===== src/rtl/xy_route_pkg.sv =====
// Package: shared constants for the dimension-order route unit.
// Assumes: the direction request is one-hot, with the bit order fixed below.
package xy_route_pkg;
    localparam int NUM_PORTS = 5;
    localparam int P_LOCAL   = 0;
    localparam int P_WEST    = 1;
    localparam int P_EAST    = 2;
    localparam int P_SOUTH   = 3;
    localparam int P_NORTH   = 4;
    localparam int NUM_DIMS  = 2;
endpackage


===== src/rtl/xy_port_select.sv =====
// Module: xy_port_select
// Chooses the output direction from the signed offsets, clearing X before Y.
// Assumes: the offsets are two's complement, OFF_W bits wide. The logic is purely combinational.
module xy_port_select
    import xy_route_pkg::*;
#(
    parameter int OFF_W = 4
) (
    input  logic [OFF_W-1:0]     dx,
    input  logic [OFF_W-1:0]     dy,
    output logic [NUM_PORTS-1:0] port_oh
);
    logic dx_nz, dy_nz, dx_neg, dy_neg;

    // Purpose: classify each offset as zero, negative or positive.
    always_comb begin
        dx_nz  = |dx;
        dy_nz  = |dy;
        dx_neg = dx[OFF_W-1];
        dy_neg = dy[OFF_W-1];
    end

    // Purpose: X takes precedence; Y is used only once X is exhausted.
    always_comb begin
        port_oh = '0;
        if (dx_nz) begin
            if (dx_neg) port_oh[P_WEST] = 1'b1;
            else        port_oh[P_EAST] = 1'b1;
        end else if (dy_nz) begin
            if (dy_neg) port_oh[P_SOUTH] = 1'b1;
            else        port_oh[P_NORTH] = 1'b1;
        end else begin
            port_oh[P_LOCAL] = 1'b1;
        end
    end
endmodule


===== src/rtl/xy_offset_step.sv =====
// Module: xy_offset_step
// Moves the offset of the travelled axis one step toward zero; the other offset passes through.
// Assumes: port_oh has at most one bit set. A nonzero offset never needs more than one step per hop.
module xy_offset_step
    import xy_route_pkg::*;
#(
    parameter int OFF_W = 4
) (
    input  logic [OFF_W-1:0]     dx,
    input  logic [OFF_W-1:0]     dy,
    input  logic [NUM_PORTS-1:0] port_oh,
    output logic [OFF_W-1:0]     dx_next,
    output logic [OFF_W-1:0]     dy_next
);
    localparam logic [OFF_W-1:0] ONE = {{(OFF_W-1){1'b0}}, 1'b1};

    logic [OFF_W-1:0] cur [NUM_DIMS];
    logic [OFF_W-1:0] nxt [NUM_DIMS];
    logic [NUM_DIMS-1:0] move;

    // Purpose: gather the per-dimension inputs and the move enables.
    always_comb begin
        cur[0]  = dx;
        cur[1]  = dy;
        move[0] = port_oh[P_WEST]  | port_oh[P_EAST];
        move[1] = port_oh[P_SOUTH] | port_oh[P_NORTH];
    end

    for (genvar d = 0; d < NUM_DIMS; d++) begin : g_dim
        // Purpose: step one dimension toward zero when it is the one being travelled.
        always_comb begin
            if (!move[d])              nxt[d] = cur[d];
            else if (cur[d][OFF_W-1])  nxt[d] = cur[d] + ONE;
            else                       nxt[d] = cur[d] - ONE;
        end
    end

    // Purpose: drive the stepped offsets out.
    always_comb begin
        dx_next = nxt[0];
        dy_next = nxt[1];
    end
endmodule


===== src/rtl/xy_route_hold.sv =====
// Module: xy_route_hold
// Registers the request and header and holds them until they are acknowledged.
// Assumes: a result is loaded only when nothing is held or an acknowledge arrives in the same cycle.
module xy_route_hold
    import xy_route_pkg::*;
#(
    parameter int HDR_W = 16
) (
    input  logic                 clk,
    input  logic                 rst_n,
    input  logic                 load,
    input  logic                 ack,
    input  logic [NUM_PORTS-1:0] req_d,
    input  logic [HDR_W-1:0]     hdr_d,
    output logic [NUM_PORTS-1:0] req_q,
    output logic [HDR_W-1:0]     hdr_q,
    output logic                 busy,
    output logic                 load_en
);
    // Purpose: a request is held whenever any request bit is set.
    always_comb busy = |req_q;

    // Purpose: accept a new header when idle, or when the held one is acknowledged.
    always_comb load_en = load && (!busy || ack);

    // Purpose: output registers, with load taking priority over clear and hold as the default.
    always_ff @(posedge clk) begin
        if (!rst_n) begin
            req_q <= '0;
            hdr_q <= '0;
        end else if (load_en) begin
            req_q <= req_d;
            hdr_q <= hdr_d;
        end else if (ack) begin
            req_q <= '0;
            hdr_q <= '0;
        end
    end

    // the request never carries more than one bit
    p_onehot_r8: assert property (@(posedge clk) disable iff (!rst_n)
        $onehot0(req_q));

    // an accepted header yields a request on the next clock
    p_latency_r8: assert property (@(posedge clk) disable iff (!rst_n)
        load_en |=> (req_q != '0));

    // a held result stays unchanged until it is acknowledged
    p_hold_r9: assert property (@(posedge clk) disable iff (!rst_n)
        (busy && !ack) |=> ($stable(req_q) && $stable(hdr_q)));

    // an acknowledge without a new header clears the outputs
    p_clear_r10: assert property (@(posedge clk) disable iff (!rst_n)
        (ack && !load) |=> ((req_q == '0) && (hdr_q == '0)));
endmodule


===== src/rtl/xy_route_unit.sv =====
// Module: xy_route_unit (top)
// Per-input dimension-order route computation for a 2D mesh with relative addressing.
// Assumes: header = {payload, dy, dx}, each offset OFF_W bits of two's complement.
module xy_route_unit
    import xy_route_pkg::*;
#(
    parameter int OFF_W     = 4,
    parameter int PAYLOAD_W = 8
) (
    input  logic                           clk,
    input  logic                           rst_n,
    input  logic                           hdr_valid,
    input  logic [2*OFF_W+PAYLOAD_W-1:0]   hdr_in,
    input  logic                           ack,
    output logic [NUM_PORTS-1:0]           port_req,
    output logic [2*OFF_W+PAYLOAD_W-1:0]   hdr_out
);
    localparam int HDR_W  = 2*OFF_W + PAYLOAD_W;
    localparam int DX_LSB = 0;
    localparam int DY_LSB = OFF_W;
    localparam int PL_LSB = 2*OFF_W;

    logic [OFF_W-1:0]     dx_in, dy_in, dx_nx, dy_nx;
    logic [PAYLOAD_W-1:0] pl_in;
    logic [NUM_PORTS-1:0] sel_oh;
    logic [HDR_W-1:0]     hdr_nx;
    logic                 busy, load_en;

    // Purpose: split the incoming header into its fields.
    always_comb begin
        dx_in = hdr_in[DX_LSB +: OFF_W];
        dy_in = hdr_in[DY_LSB +: OFF_W];
        pl_in = hdr_in[PL_LSB +: PAYLOAD_W];
    end

    xy_port_select #(.OFF_W(OFF_W)) u_sel (
        .dx      (dx_in),
        .dy      (dy_in),
        .port_oh (sel_oh)
    );

    xy_offset_step #(.OFF_W(OFF_W)) u_step (
        .dx      (dx_in),
        .dy      (dy_in),
        .port_oh (sel_oh),
        .dx_next (dx_nx),
        .dy_next (dy_nx)
    );

    // Purpose: reassemble the header with the stepped offsets.
    always_comb hdr_nx = {pl_in, dy_nx, dx_nx};

    xy_route_hold #(.HDR_W(HDR_W)) u_hold (
        .clk     (clk),
        .rst_n   (rst_n),
        .load    (hdr_valid),
        .ack     (ack),
        .req_d   (sel_oh),
        .hdr_d   (hdr_nx),
        .req_q   (port_req),
        .hdr_q   (hdr_out),
        .busy    (busy),
        .load_en (load_en)
    );

    // while X is still open, the Y offset leaves the router untouched
    p_x_first_r6: assert property (@(posedge clk) disable iff (!rst_n)
        (load_en && (dx_in != '0)) |=> (hdr_out[DY_LSB +: OFF_W] == $past(dy_in)));

    // the payload is carried across the hop unchanged
    p_payload_r7: assert property (@(posedge clk) disable iff (!rst_n)
        load_en |=> (hdr_out[PL_LSB +: PAYLOAD_W] == $past(pl_in)));

    // a local delivery leaves both offsets at zero
    p_local_r5: assert property (@(posedge clk) disable iff (!rst_n)
        (load_en && (dx_in == '0) && (dy_in == '0)) |=>
        (port_req[P_LOCAL] && (hdr_out[2*OFF_W-1:0] == '0)));
endmodule


===== config.mk =====
export PLATFORM = sky130hd
export DESIGN_NAME = xy_route_unit
export DESIGN_NICKNAME = d
export VERILOG_FILES = /design/src/rtl/xy_route_pkg.sv /design/src/rtl/xy_port_select.sv /design/src/rtl/xy_offset_step.sv /design/src/rtl/xy_route_hold.sv /design/src/rtl/xy_route_unit.sv
export SDC_FILE = /design/constraint.sdc
export NUM_CORES = 1
export LEC_CHECK = 0
export BUFFER_PORTS_ARGS = -buffer_cell sky130_fd_sc_hd__buf_2
export CAP_MARGIN = 20
export CORE_ASPECT_RATIO = 1.1
export CORE_MARGIN = 8
export CORE_UTILIZATION = 30
export CTS_BUF_LIST = sky130_fd_sc_hd__clkbuf_2 sky130_fd_sc_hd__clkbuf_4 sky130_fd_sc_hd__clkbuf_8
export CTS_CLUSTER_SIZE = 14
export DETAILED_ROUTE_END_ITERATION = 10
export SLEW_MARGIN = 20
export SYNTH_ARGS = -nofsm -noshare
export SYNTH_HDL_FRONTEND = slang
export SYNTH_HIERARCHICAL = 1
export SYNTH_SLANG_ARGS = --single-unit

===== constraint.sdc =====
create_clock -name clk -period 4.8 [get_ports clk]
set_clock_uncertainty 0.1 [all_clocks]
set_input_delay 0.48 -clock clk [delete_from_list [all_inputs] [get_ports clk]]
set_output_delay 0.48 -clock clk [all_outputs]
set_load 0.01 [all_outputs]

* Word-level counts from Yosys, hierarchy flattened
Cells that the tools add are included.
Word-level totals: memory bits (writable) 0, logic and storage cells 32, memory bits (read-only) 0, memories 0, register bits 21, output and inout port bits 21, input bits 20, latch bits 0
Cells by class: muxes and demuxes 17, div/mod/pow operators 0, reductions and logical operators 7, shifts and indexed selects 0, equality and inequality tests 0, add/sub/neg operators 4, magnitude comparators 0, multiply operators 0, bitwise gates (word level) 2
Operators with widths (number):
- 16-bit two-way mux | 2
- 4-bit two-way mux | 4
- 5-bit two-way mux | 2
- 4-bit by 1-bit adder with 4-bit output (second input constant) | 2
- 4-bit OR reduction | 2
- 4-bit by 1-bit subtractor with 4-bit output (second input constant) | 2
- 1-bit two-way mux | 6
- 2-bit two-way mux | 3
- 5-bit OR reduction | 1
- 1-bit bitwise OR | 2
- 2-bit nonzero test | 1
- 1-bit logical AND | 1
- 1-bit zero test | 1
- 1-bit logical OR | 1

* Longest topological paths before layout
Gate-level depths: netlist of run 1.
depth after elaboration 6, depth in mapped cells 7, gate-level depth less buffers 7

* By module
The synthesis of run 1 kept the hierarchy.
Modules (own cells, without submodules):
- xy_route_hold | seq. area each 420.4 um^2, times used 1, cells each 105, area each 975.9 um^2
- xy_offset_step | seq. area each 0.0 um^2, times used 1, cells each 28, area each 247.7 um^2
- xy_port_select | seq. area each 0.0 um^2, times used 1, cells each 8, area each 58.8 um^2

* Worst setup path before layout of run 1
Ideal clock, no wire load.
path kind input -> register, start point input hdr_in[1], end point register u_hold.hdr_q[5], arrival time 1.772 ns, slack 2.808 ns, data required time 4.580 ns, setup time 0.120 ns, cell stages on the path 6, buffers on the path 0, cells stage by stage or4_4 nor3_2 nor2_4 mux2_4 nand2_1 o22ai_2
Between the ends: word-level cells in the longest chain between the ends 5
RTL lines:
- start: declaration | line xy_route_unit.sv:13 | input logic [2*OFF_W+PAYLOAD_W-1:0] hdr_in,
- 4-bit OR reduction | line xy_port_select.sv:17 | dx_nz = |dx;
- 2-bit two-way mux | line xy_port_select.sv:26 | if (dx_nz) begin
- via sel_oh[4] | line xy_route_unit.sv:25 | logic [NUM_PORTS-1:0] sel_oh;
- 1-bit bitwise OR | line xy_offset_step.sv:26 | move[1] = port_oh[P_SOUTH] | port_oh[P_NORTH];
- 4-bit two-way mux | line xy_offset_step.sv:32 | if (!move[d]) nxt[d] = cur[d];
- via dy_nx[1] | line xy_route_unit.sv:23 | logic [OFF_W-1:0] dx_in, dy_in, dx_nx, dy_nx;
- 16-bit two-way mux | line xy_route_hold.sv:31 | end else if (load_en) begin
- end signal: assignment | line xy_route_hold.sv:33 | hdr_q <= hdr_d;
- end: declaration | line xy_route_hold.sv:16 | output logic [HDR_W-1:0] hdr_q,
The timed path passes the listed nets, and every way through them passes these cells. A chain may end at the register's enable or synchronous reset.

* Worst setup path in the final report of run 1
Ends and elaborated chain as after synthesis.

==> results of run 1 <==
## worst min-delay path: stages (launching register included)
cell and delay, ps:
dfxtp_1 310, nand2_1 50, o22ai_1 60
## final timing paths
path,slack (ps),startpoint,cells after the start,to
max,2860,hdr_in[1],7,u_hold/hdr_q[5]$_SDFFE_PN0P_
min,370,u_hold/hdr_q[15]$_SDFFE_PN0P_,2,u_hold/hdr_q[15]$_SDFFE_PN0P_
max reg2reg,3250,u_hold/req_q[1]$_SDFFE_PN0P_,3,u_hold/hdr_q[14]$_SDFFE_PN0P_
min reg2reg,370,u_hold/hdr_q[15]$_SDFFE_PN0P_,2,u_hold/hdr_q[15]$_SDFFE_PN0P_
## routing by layer
| metal | global-route usage | part of all wire | vias to the layer above |
|---|---|---|---|
| li1 | - | - | 559 |
| met1 | 0.105 | 0.45 | 496 |
| met2 | 0.152 | 0.48 | 27 |
| met3 | 0.0331 | 0.067 | 0 |
| met4 | 0.0152 | 0 | 0 |
| met5 | 0 | 0 | - |
## power groups by stage
stage               clock [mW]  sequential (mW)  combinational (mW)
floorplan                    0            0.203              0.0679
global placement             0            0.198               0.101
detailed placement           0            0.198               0.103
CTS                      0.124            0.194               0.103
global route             0.131            0.195               0.113
finish                   0.118            0.194               0.101
## stage by stage
step	std cells	utilization	setup WS, ps	power (mW)
floorplan	139	-	2810	0.271
global placement	224	0.350	2600	0.299
detailed placement	224	0.350	2570	0.301
CTS	228	0.361	2850	0.420
global route	228	0.361	2770	0.439
finish	228	0.361	2860	0.412
## cell type report
cell class | count | share of cell area
inverter | 3 | 0.00744
timing repair buffer | 40 | 0.132
multi-input combinational | 106 | 0.507
sequential | 21 | 0.278
tap | 54 | 0.0446
clock inverter | 1 | 0.00331
clock buffer | 3 | 0.0273
## flip-flops by register name, indices dropped and copies added, names as in the netlist
| name | count |
|---|---|
| u_hold/hdr_q | 16 |
| u_hold/req_q | 5 |
## cell usage in the layout, fill, tap and decap left out, types with 2 or more instances in the layout
master,n
nor2_4,2
nor2b_1,3
xnor2_1,4
o22ai_2,10
dfxtp_1,21
o22ai_1,6
nand2_1,36
mux2_4,2
clkbuf_8,3
buf_2,40
nand2b_1,4
nor2_1,2
nor4_1,5
inv_1,3
a21oi_1,8
o211ai_1,4
ha_1,4
o21ai_0,2
fa_1,2
o31ai_1,2
==> results.cfg, run 1 <==
[power_and_ir_drop]
ir_drop_uv = 92.5
internal-power_mw = 0.288
leakagePower_nw = 0.632
p_sw_mw = 0.124
powerDensity_nw_per_um2 = 272
combPwrFrac = 0.244
power.share.clock = 0.286
swShare = 0.301
sequentialPowerShare = 0.470

[flow_run]
drv_cap = 0

[global_routing]
grtUsageTotal = 0.0895
grt_antenna_before_repair = 0
grt_max_degree = 34
grt_pass1_vias = 1124
grt_pass1_wl_um = 5020
grt-ovfl-total = 0

[clock_tree]
clk_pin_slew_ps = 80
cts.repair.resized = 0
cts_setup_buffers = 0
cts_tree = built
clock_path_buffers = 2
clock-sinks = 21
insertion_delay_ps = 260
cts.root.buffer_cell = clkbuf_8
hold_buffers = 0
numCtsBuffers = 3
htreeDepth = 1

[floorplanning]
dieArea_um2 = 6590
io_pins = 41
dieWidth_um = 78.2
design.core.area_um2 = 4190
start_util = 0.304
num_rows = 25
die_h_um = 84.4

[critical_path]
endpoint_kind = flip-flop
criticalPathCategory = input port to flip-flop
crit_arrival_ps = 1960
cp-start-kind = input port
path_buf_inv = 1
cp_top_family = simple AND/OR/NAND/NOR gates
max_stage_delay_ps = 550
crit_chain = buf_2, or4_4, nor3_2, nor2_4, mux2_4, nand2_1, o22ai_2
slowest_stage = or4_4
cp_max_fo = 6
crit_required_ps = 4820

[layout]
fin_area_um2 = 1510
area_growth_pct = 18.7
n_fill_cell = 495
fin_nets = 201
regArea_um2 = 420
layout-drive-gt1-share = 0.374
antennaDiodeCount = 0
multi_input_area_um2 = 768

[timing]
fin_tns_setup_ps = 0
finalSetupViolations = 0
min_period_ps = 1940
drv_slew = 0
grt_setup_unrepaired = false
finalCritPeriodShare = 0.405
tightest_slew_ps = 632
whs_ps = 367
fmax_mhz = 515
slew_headroom = 0.579
hold_violations = 0

[detailed_routing]
drt_iter0_markers = 40
wire_per_inst_um = 13.1
drc = 0
ant_nets = 0
vias = 1082
routed_via_density = 4.75
drt-total-wl_um = 3000
firstDrtPassIters = 4

[place]
io_buffers = 40
place.gp.congestion = 0.762
hpwl_um = 2300
placed_area_um2 = 1470

[logic_synthesis]
synth_fp_nets = 165
synthCells = 139
yosysWarnings = 6
syn_area_um2 = 1270
synth.avg_cell_area_um2 = 9.17

[min_path]
hp-class = flip-flop to flip-flop

[status]
status = complete, no violations
Power figures use the tool's default switching activity.
==> run 2, diff against run 1 <==
Clock period 4.8 ns to 2 ns, I/O delays scaled along.
==> run 2 against run 1 <==
Register-to-register slack got worse by 2700 ps. Final cell count increased by 2.2%. Largest power group unchanged. Count of clock-buffer cells in the layout increased by 1. Die area unchanged. Global-route usage increased by 0.26 points. Cell area increased by 2.6%. Power increased by 140%. Sequential share of layout area decreased by 0.72 points. Wire length decreased by 1.8%. Setup slack got worse by 2500 ps. Hold slack got worse by 280 ps. Sequential cell count unchanged.
==> results.cfg, run 2 (synthesis gave the netlist of run 1 again) <==
[status]
status = complete, no violations

[critical_path]
worstReg2RegEnd = u_hold/hdr_q[15]$_SDFFE_PN0P_
rrSetupSlack_ps = 580
slowest_stage = or4_4
cp_top_family = simple AND/OR/NAND/NOR gates
path_buf_inv = 1
crit_chain = buf_2, or4_4, nor3_2, nor2_4, mux2_4, nand2_1, o22ai_2
crit_arrival_ps = 1660
cp_max_fo = 6
cp-start-kind = input port
endpoint_kind = flip-flop
worst-r2r-cell-count = 3
max_stage_delay_ps = 540
r2r-start = u_hold/req_q[4]$_SDFFE_PN0P_
criticalPathCategory = input port to flip-flop
crit_required_ps = 2040

[layout]
fin_util = 0.371
final_common_cell = buf_2
largest_reg_flops = 16
top_regs = u_hold/hdr_q: 16 flops, u_hold/req_q: 5 flops
antennaDiodeCount = 0
fin_nets = 206
fin_cells = 233
multi_input_area_um2 = 768
layout-drive-gt1-share = 0.391
area_growth_pct = 21.9
regArea_um2 = 420
n_fill_cell = 460
final_cell_mix = buf_2, nand2_1, dfxtp_1
regMostFlops = u_hold/hdr_q

[min_path]
min_from = hdr_in[12]
min_delay_path_depth = 3
hold_end = u_hold/hdr_q[12]$_SDFFE_PN0P_
hp-class = input port to flip-flop

[power_and_ir_drop]
ir_drop_uv = 253
leakagePower_nw = 0.657
powerDensity_nw_per_um2 = 643

[timing]
fin_tns_setup_ps = 0
hold_violations = 0
finalSetupViolations = 0
min_period_ps = 1620
layout_setup_ws_ps = 380
tightest_slew_ps = 547
drv_slew = 0
fmax_mhz = 617
grt_setup_unrepaired = false
slew_headroom = 0.635
finalCritPeriodShare = 0.810

[flow_run]
drv_cap = 0

[floorplanning]
io_pins = 41
num_rows = 25
die_h_um = 84.4
start_util = 0.304
dieArea_um2 = 6590
dieWidth_um = 78.2
design.core.area_um2 = 4190

[detailed_routing]
vias = 1079
ant_nets = 0
firstDrtPassIters = 6
routed_via_density = 4.63
wire_per_inst_um = 12.6
drc = 0
drt-total-wl_um = 2940
drt_iter0_markers = 38

[place]
dp.cells = 229
post-place-ws_ps = 104
place.gp.congestion = 0.702
hpwl_um = 2240
io_buffers = 40

[global_routing]
grt_pass1_vias = 1153
grt_pass1_wl_um = 5200
grt_antenna_before_repair = 0
grtUsageTotal = 0.0921
grt_max_degree = 34
grt-ovfl-total = 0

[clock_tree]
hold_buffers = 0
cts_tree = built
cts_setup_buffers = 0
htreeDepth = 1
insertion_delay_ps = 250
cts.root.buffer_cell = clkbuf_8
cts.repair.resized = 0
clock-sinks = 21
clock_path_buffers = 2
clk_pin_slew_ps = 80
numCtsBuffers = 3
run 2: cell type report:
type / instances / area share
inverter: 3 / 0.00725
sequential: 21 / 0.271
tap: 54 / 0.0435
timing repair buffer: 45 / 0.153
clock buffer: 4 / 0.0314
multi-input combinational: 106 / 0.494
run 2: tightest hold or removal path, stage by stage:
cell     delay [ps]
buf_2            90
nand2_1          40
o22ai_1          60
run 2: layer usage:
metal	global-route usage	wire length (um)
met1	0.112	1340
met2	0.152	1380
met3	0.0342	219
met4	0.0169	0
met5	0	0
run 2: stage by stage:
stage | cell area (um^2) | power [mW] | hold WS [ps]
3_3_place_gp | 1510 | 0.725 | 351
4_1_cts | 1550 | 1.02 | 82.7
5_1_grt | 1550 | 1.07 | 97.3
3_5_place_dp | 1510 | 0.728 | 357
2_1_floorplan | 1270 | 0.651 | 250
6_report | 1550 | 1.00 | 89.5
run 2: worst max path at each step:
stage	slack, ps	from	cells past startpoint	endpoint
finish	380	hdr_in[1]	7	u_hold/hdr_q[5]$_SDFFE_PN0P_
global route	320	hdr_in[1]	7	u_hold/hdr_q[5]$_SDFFE_PN0P_
CTS	380	hdr_in[1]	7	u_hold/hdr_q[5]$_SDFFE_PN0P_
detailed placement	100	hdr_in[1]	7	u_hold/hdr_q[5]$_SDFFE_PN0P_
global placement	130	hdr_in[1]	7	u_hold/hdr_q[5]$_SDFFE_PN0P_
floorplan	290	hdr_in[1]	6	u_hold/hdr_q[5]$_SDFFE_PN0P_
run 2: where the power goes:
part	leakage (nW)	total, mW	switching, mW	internal [mW]
Sequential	0.173	0.464	0.0174	0.447
Combinational	0.459	0.250	0.136	0.114
Clock	0.0262	0.286	0.131	0.155
Total	0.657	1.00	0.284	0.715
